`src/rtl/sfu_pkg.sv`:
```
package sfu_pkg;
   // Condition field layout: bit 3 LT, bit 2 GT, bit 1 EQ, bit 0 SO
   typedef struct packed {
      logic lt;
      logic gt;
      logic eq;
      logic so;
   } cond_t;

   localparam int COND_W = $bits(cond_t);
endpackage

```
`src/rtl/sfu_opsel.sv`:
```
module sfu_opsel #(
   parameter int DATA_W = 32
) (
   input  logic [DATA_W-1:0] reg_a,
   input  logic [DATA_W-1:0] reg_b,
   input  logic [DATA_W-1:0] imm,
   input  logic              use_imm,
   input  logic              a_zero,
   output logic [DATA_W-1:0] op_a,
   output logic [DATA_W-1:0] op_b
);
   always_comb begin
      op_a = a_zero  ? '0  : reg_a;
      op_b = use_imm ? imm : reg_b;
   end
endmodule

```
`src/rtl/sfu_adder.sv`:
```
module sfu_adder #(
   parameter int DATA_W      = 32,
   parameter int ADDER_STYLE = 0   // 0: operator add, 1: explicit ripple chain
) (
   input  logic [DATA_W-1:0] op_a,
   input  logic [DATA_W-1:0] op_b,
   input  logic              cin,
   output logic [DATA_W-1:0] sum,
   output logic              cout,
   output logic              ovf
);
   localparam int MSB = DATA_W - 1;

   generate
      if (ADDER_STYLE == 0) begin : g_behav
         logic [DATA_W:0] wide;
         always_comb begin
            wide = {1'b0, op_a} + {1'b0, op_b} + {{DATA_W{1'b0}}, cin};
         end
         assign sum  = wide[MSB:0];
         assign cout = wide[DATA_W];
      end else begin : g_ripple
         logic [DATA_W:0] c;
         assign c[0] = cin;
         for (genvar i = 0; i < DATA_W; i++) begin : g_bit
            assign sum[i]  = op_a[i] ^ op_b[i] ^ c[i];
            assign c[i+1]  = (op_a[i] & op_b[i]) | (c[i] & (op_a[i] ^ op_b[i]));
         end
         assign cout = c[DATA_W];
      end
   endgenerate

   // Same-sign operands whose sum changes sign
   assign ovf = (op_a[MSB] == op_b[MSB]) && (sum[MSB] != op_a[MSB]);
endmodule

```
`src/rtl/sfu_flags.sv`:
```
module sfu_flags (
   input  logic clk,
   input  logic rst,
   input  logic upd,
   input  logic ca_en,
   input  logic oe_en,
   input  logic cout,
   input  logic ovf,
   output logic ca_q,
   output logic ov_q,
   output logic so_q,
   output logic so_next
);
   logic ca_d, ov_d;

   always_comb begin
      ca_d    = ca_q;
      ov_d    = ov_q;
      so_next = so_q;
      if (upd && ca_en) ca_d = cout;
      if (upd && oe_en) begin
         ov_d    = ovf;
         so_next = so_q | ovf;
      end
   end

   always_ff @(posedge clk) begin
      if (rst) begin
         ca_q <= 1'b0;
         ov_q <= 1'b0;
         so_q <= 1'b0;
      end else begin
         ca_q <= ca_d;
         ov_q <= ov_d;
         so_q <= so_next;
      end
   end
endmodule

```
`src/rtl/sfu_cond.sv`:
```
module sfu_cond
   import sfu_pkg::*;
#(
   parameter int DATA_W = 32
) (
   input  logic [DATA_W-1:0] value,
   input  logic              so_in,
   output cond_t             cond
);
   logic is_zero, is_neg;

   always_comb begin
      is_zero = (value == '0);
      is_neg  = value[DATA_W-1];
      cond.lt = is_neg;
      cond.gt = !is_neg && !is_zero;
      cond.eq = is_zero;
      cond.so = so_in;
   end
endmodule

```
`src/rtl/sum_flag_unit.sv`:
```
module sum_flag_unit
   import sfu_pkg::*;
#(
   parameter int DATA_W      = 32,
   parameter int ADDER_STYLE = 0
) (
   input  logic              clk,
   input  logic              rst,
   input  logic              op_valid,
   input  logic [DATA_W-1:0] reg_a,
   input  logic [DATA_W-1:0] reg_b,
   input  logic [DATA_W-1:0] imm,
   input  logic              use_imm,
   input  logic              a_zero,
   input  logic              cin_sel,
   input  logic              ca_en,
   input  logic              oe_en,
   input  logic              rc_en,
   output logic              res_valid,
   output logic [DATA_W-1:0] result,
   output logic              flag_ca,
   output logic              flag_ov,
   output logic              flag_so,
   output logic [COND_W-1:0] cond
);
   generate
      if (DATA_W < 2) begin : g_bad_width
         $error("sum_flag_unit: DATA_W must be at least 2");
      end
      if (ADDER_STYLE != 0 && ADDER_STYLE != 1) begin : g_bad_style
         $error("sum_flag_unit: ADDER_STYLE must be 0 or 1");
      end
   endgenerate

   logic [DATA_W-1:0] op_a, op_b, sum;
   logic              cin, cout, ovf, so_next;
   cond_t             cond_d;

   sfu_opsel #(.DATA_W(DATA_W)) u_opsel (
      .reg_a   (reg_a),
      .reg_b   (reg_b),
      .imm     (imm),
      .use_imm (use_imm),
      .a_zero  (a_zero),
      .op_a    (op_a),
      .op_b    (op_b)
   );

   assign cin = cin_sel & flag_ca;

   sfu_adder #(.DATA_W(DATA_W), .ADDER_STYLE(ADDER_STYLE)) u_adder (
      .op_a (op_a),
      .op_b (op_b),
      .cin  (cin),
      .sum  (sum),
      .cout (cout),
      .ovf  (ovf)
   );

   sfu_flags u_flags (
      .clk     (clk),
      .rst     (rst),
      .upd     (op_valid),
      .ca_en   (ca_en),
      .oe_en   (oe_en),
      .cout    (cout),
      .ovf     (ovf),
      .ca_q    (flag_ca),
      .ov_q    (flag_ov),
      .so_q    (flag_so),
      .so_next (so_next)
   );

   sfu_cond #(.DATA_W(DATA_W)) u_cond (
      .value (sum),
      .so_in (so_next),
      .cond  (cond_d)
   );

   always_ff @(posedge clk) begin
      if (rst) begin
         res_valid <= 1'b0;
         result    <= '0;
         cond      <= '0;
      end else begin
         res_valid <= op_valid;
         if (op_valid) result <= sum;
         if (op_valid && rc_en) cond <= cond_d;
      end
   end
endmodule

```
`config.mk`:
```
export PLATFORM = sky130hd
export DESIGN_NAME = sum_flag_unit
export DESIGN_NICKNAME = d
export VERILOG_FILES = /design/src/rtl/sfu_pkg.sv /design/src/rtl/sfu_opsel.sv /design/src/rtl/sfu_adder.sv /design/src/rtl/sfu_flags.sv /design/src/rtl/sfu_cond.sv /design/src/rtl/sum_flag_unit.sv
export SDC_FILE = /design/constraint.sdc
export NUM_CORES = 1
export LEC_CHECK = 0
export BUFFER_PORTS_ARGS = -buffer_cell sky130_fd_sc_hd__buf_2
export CORE_MARGIN = 5
export CORE_UTILIZATION = 52
export DETAILED_ROUTE_END_ITERATION = 16
export GPL_ROUTABILITY_DRIVEN = 0
export GPL_TIMING_DRIVEN = 0
export PLACE_DENSITY = 0.81
export SLEW_MARGIN = 10
export SYNTH_ARGS = -nofsm -noshare
export SYNTH_HDL_FRONTEND = slang
export SYNTH_SLANG_ARGS = --single-unit
```
`constraint.sdc`:
```
create_clock -name clk -period 6.5 [get_ports clk]
set_input_delay 1.625 -clock clk [delete_from_list [all_inputs] [get_ports clk]]
set_output_delay 1.625 -clock clk [all_outputs]
set_load 0.005 [all_outputs]
```
==> results.yml <==
status:
  status: "finished, final reports clean"
routing:
  viasPerCell: 5.82
  drtIter0Drc: 260
  num_vias: 4502
  postRouteWirelength_um: 12000
  drc_errors: 0
  ant_nets: 0
  wl_per_cell_um: 15.5
  dr.pass1.iters: 5
final_layout:
  antennaDiodeCount: 0
  syn_to_final_growth_pct: 22.3
  regArea_um2: 801
  num-fill-cells: 678
  nets: 809
  multi_input_area_um2: 3180
  layout-drive-gt1-share_pct: 30.4
  finalNonFillerCells: 774
place:
  port_buffers: 141
  place_inst: 766
  hpwlAfterDp_um: 9920
pwr:
  leakage_nw: 2.36
  ir_drop_v: 0.0000865
  p_per_area_nw_per_um2: 173
  power_mw: 0.877
sta:
  finalCritPeriodShare_pct: 89.9
  worst_pin_slew_ps: 763
  finalSetupViolations: 0
  slew_violations: 0
  fin_tns_setup_ps: 0
  fin_crit_ps: 5850
  fin_skew_ps: 3.27
  slew_headroom_pct: 49.1
  rsz0062_at_grt: "no"
  final_hold_viol_count: 0
  max_freq_ghz: 0.171
logic_synthesis:
  synthXorXnorAreaFrac_pct: 4.65
  syn_area_um2: 4150
  yosys_warnings: 0
  synth_area_leaders: "dfxtp_1 (19%), ha_1 (9.4%), mux2_2 (9.0%)"
  synth_cell_types: 64
  synthAdderAreaFrac_pct: 10.3
  yosys-top-cells-count: "nor2_1 (56), a21oi_1 (48), dfxtp_1 (40), nor2b_1 (38)"
  syn_avg_cell_area_um2: 7.93
  syn_inst: 523
  synth_compound_area_share_pct: 22.0
  yosys.area.top_type: "dfxtp_1"
  synth_top_family_by_area: "simple AND/OR/NAND/NOR gates"
  yosysMostFrequentCell: "nor2_1"
  syn_nets: 661
  yosysSeqAreaShare_pct: 19.3
  async_reset_ff_share_pct: 0
  synthFlopType: "dfxtp_1"
  yosys.area.top_type_share_pct: 19.3
  synth.area.mux_share_pct: 14.3
  synth_edf_count: 0
  yosys.area_share.simple_pct: 25.5
  synth_seq_cells: 40
worst_hold_path:
  min_path_cells: 2
  hold_path.class: "flop to flop"
worst_setup_path:
  crit_chain: "clkbuf_1 > buf_1 > mux2_2 > fa_1 > fa_1 > a21o_1 > a221oi_2 > xnor2_1 > a2111oi_0 > o2111ai_1 > nor4_1 > nand4_1 > nor4b_4 > a32o_1"
  slowest_delay_ps: 470
  cp.depth: 14
  critPathTopFamily: "compound AO/OA/AOI/OAI gates"
  start_kind: "primary input"
  cp_data_arrival_time_ps: 6090
  cpMostUsedCell: "fa_1"
  slowest_stage: "buf_1"
  path_buf_inv: 2
  end_kind: "flop"
  critPathKind: "primary input to flop"
  critPathMaxFanout: 10
  r2r_cells: 12
  required_ps: 6740
global_route:
  grt_max_degree: 12
  grt_pass1_wl_um: 19500
  antenna_found_initial: 0
  grt_use_total_pct: 23.5
  grt.overflow.total: 0
  grt_pass1_vias: 4337
die:
  pin_count: 145
  initial_utilization_pct: 53.7
  fp.dieW_um: 99.3
  die_h_um: 99.3
  die_area_um2: 9860
  std_cell_rows: 32
  core_um2: 7730
clock_network:
  cts_buffers: 5
  path_clk_slew_ps: 70
  cts_setup_buffers: 0
  cts_buffer_depth: 2
  cts_resized: 0
  insertion_delay_ps: 290
  tritoncts: "done"
  cts_hold_buf: 0
  clk_root_buffer_cell: "clkbuf_8"
  cts_htree_levels: 2
  cts_sinks: 40
job:
  maxCapViolCount: 0
report_power, final:
group | internal (mW) | leakage, nW | total (mW) | switching (mW)
Clock | 0.0866 | 0.0455 | 0.170 | 0.0836
Sequential | 0.271 | 0.330 | 0.286 | 0.0156
Combinational | 0.186 | 1.98 | 0.421 | 0.235
path summary, 6_finish.rpt:
kind,startpoint,to,slack (ps)
setup / recovery,use_imm,cond[1],650
hold / removal,cond[3],cond[3],470
setup reg to reg,u_flags.ca_q,cond[1],2750
hold reg to reg,cond[3],cond[3],470
layout make-up:
type	count	share of cell area, %
Timing Repair Buffer	141	13.9
Sequential cell	40	15.8
Clock buffer	8	1.78
Inverter	5	0.370
Multi-Input combinational cell	447	62.8
Buffer	31	2.84
Tap cell	102	2.52
placed cells by master, fill, tap and decap left out, types with 14 or more instances in the layout:
master,count
a21oi_1,48
buf_2,145
nor2b_1,38
clkbuf_1,20
nand2_1,33
mux2_2,33
mux2i_1,22
nor2_1,56
o21ai_0,14
dfxtp_1,40
nor3_1,17
xnor2_1,15
ha_1,31
per-stage QoR:
step	cell area [µm²]	setup slack [ps]	hold WS, ps	utilization, %
after floorplan	4150	1050	453	-
after global placement	4980	374	447	64.4
after detailed placement	4980	377	457	64.4
after CTS	5070	692	469	65.6
after global routing	5070	342	487	65.6
final	5070	654	466	65.6
tightest hold or removal path: stages (launching register included):
cell     delay (ps)
dfxtp_1         310
nand2_1          50
a21oi_1          60
flip-flops by register name, summed over array words and instances, names as in the netlist:
register	flops
result	32
cond	4
res_valid	1
u_flags.ca_q	1
u_flags.ov_q	1
u_flags.so_q	1
metal layers:
layer | GRT usage [%] | vias up | part of all wire, %
met5 | 0 | - | 0
met2 | 41.3 | 196 | 48
met1 | 29.2 | 2067 | 42
met4 | 6.20 | 0 | 1.8
met3 | 4.56 | 25 | 8.3
li1 | - | 2214 | -
cells by family after synthesis:
logic type,Yosys count
multiplexers,55
AND/OR/NAND/NOR,200
adder cells (fa/ha/maj),33
AO/OA/AOI/OAI,137
XOR/XNOR,22
buffers and inverters,36
flip-flops,40
(Power assumes the default switching activity.)
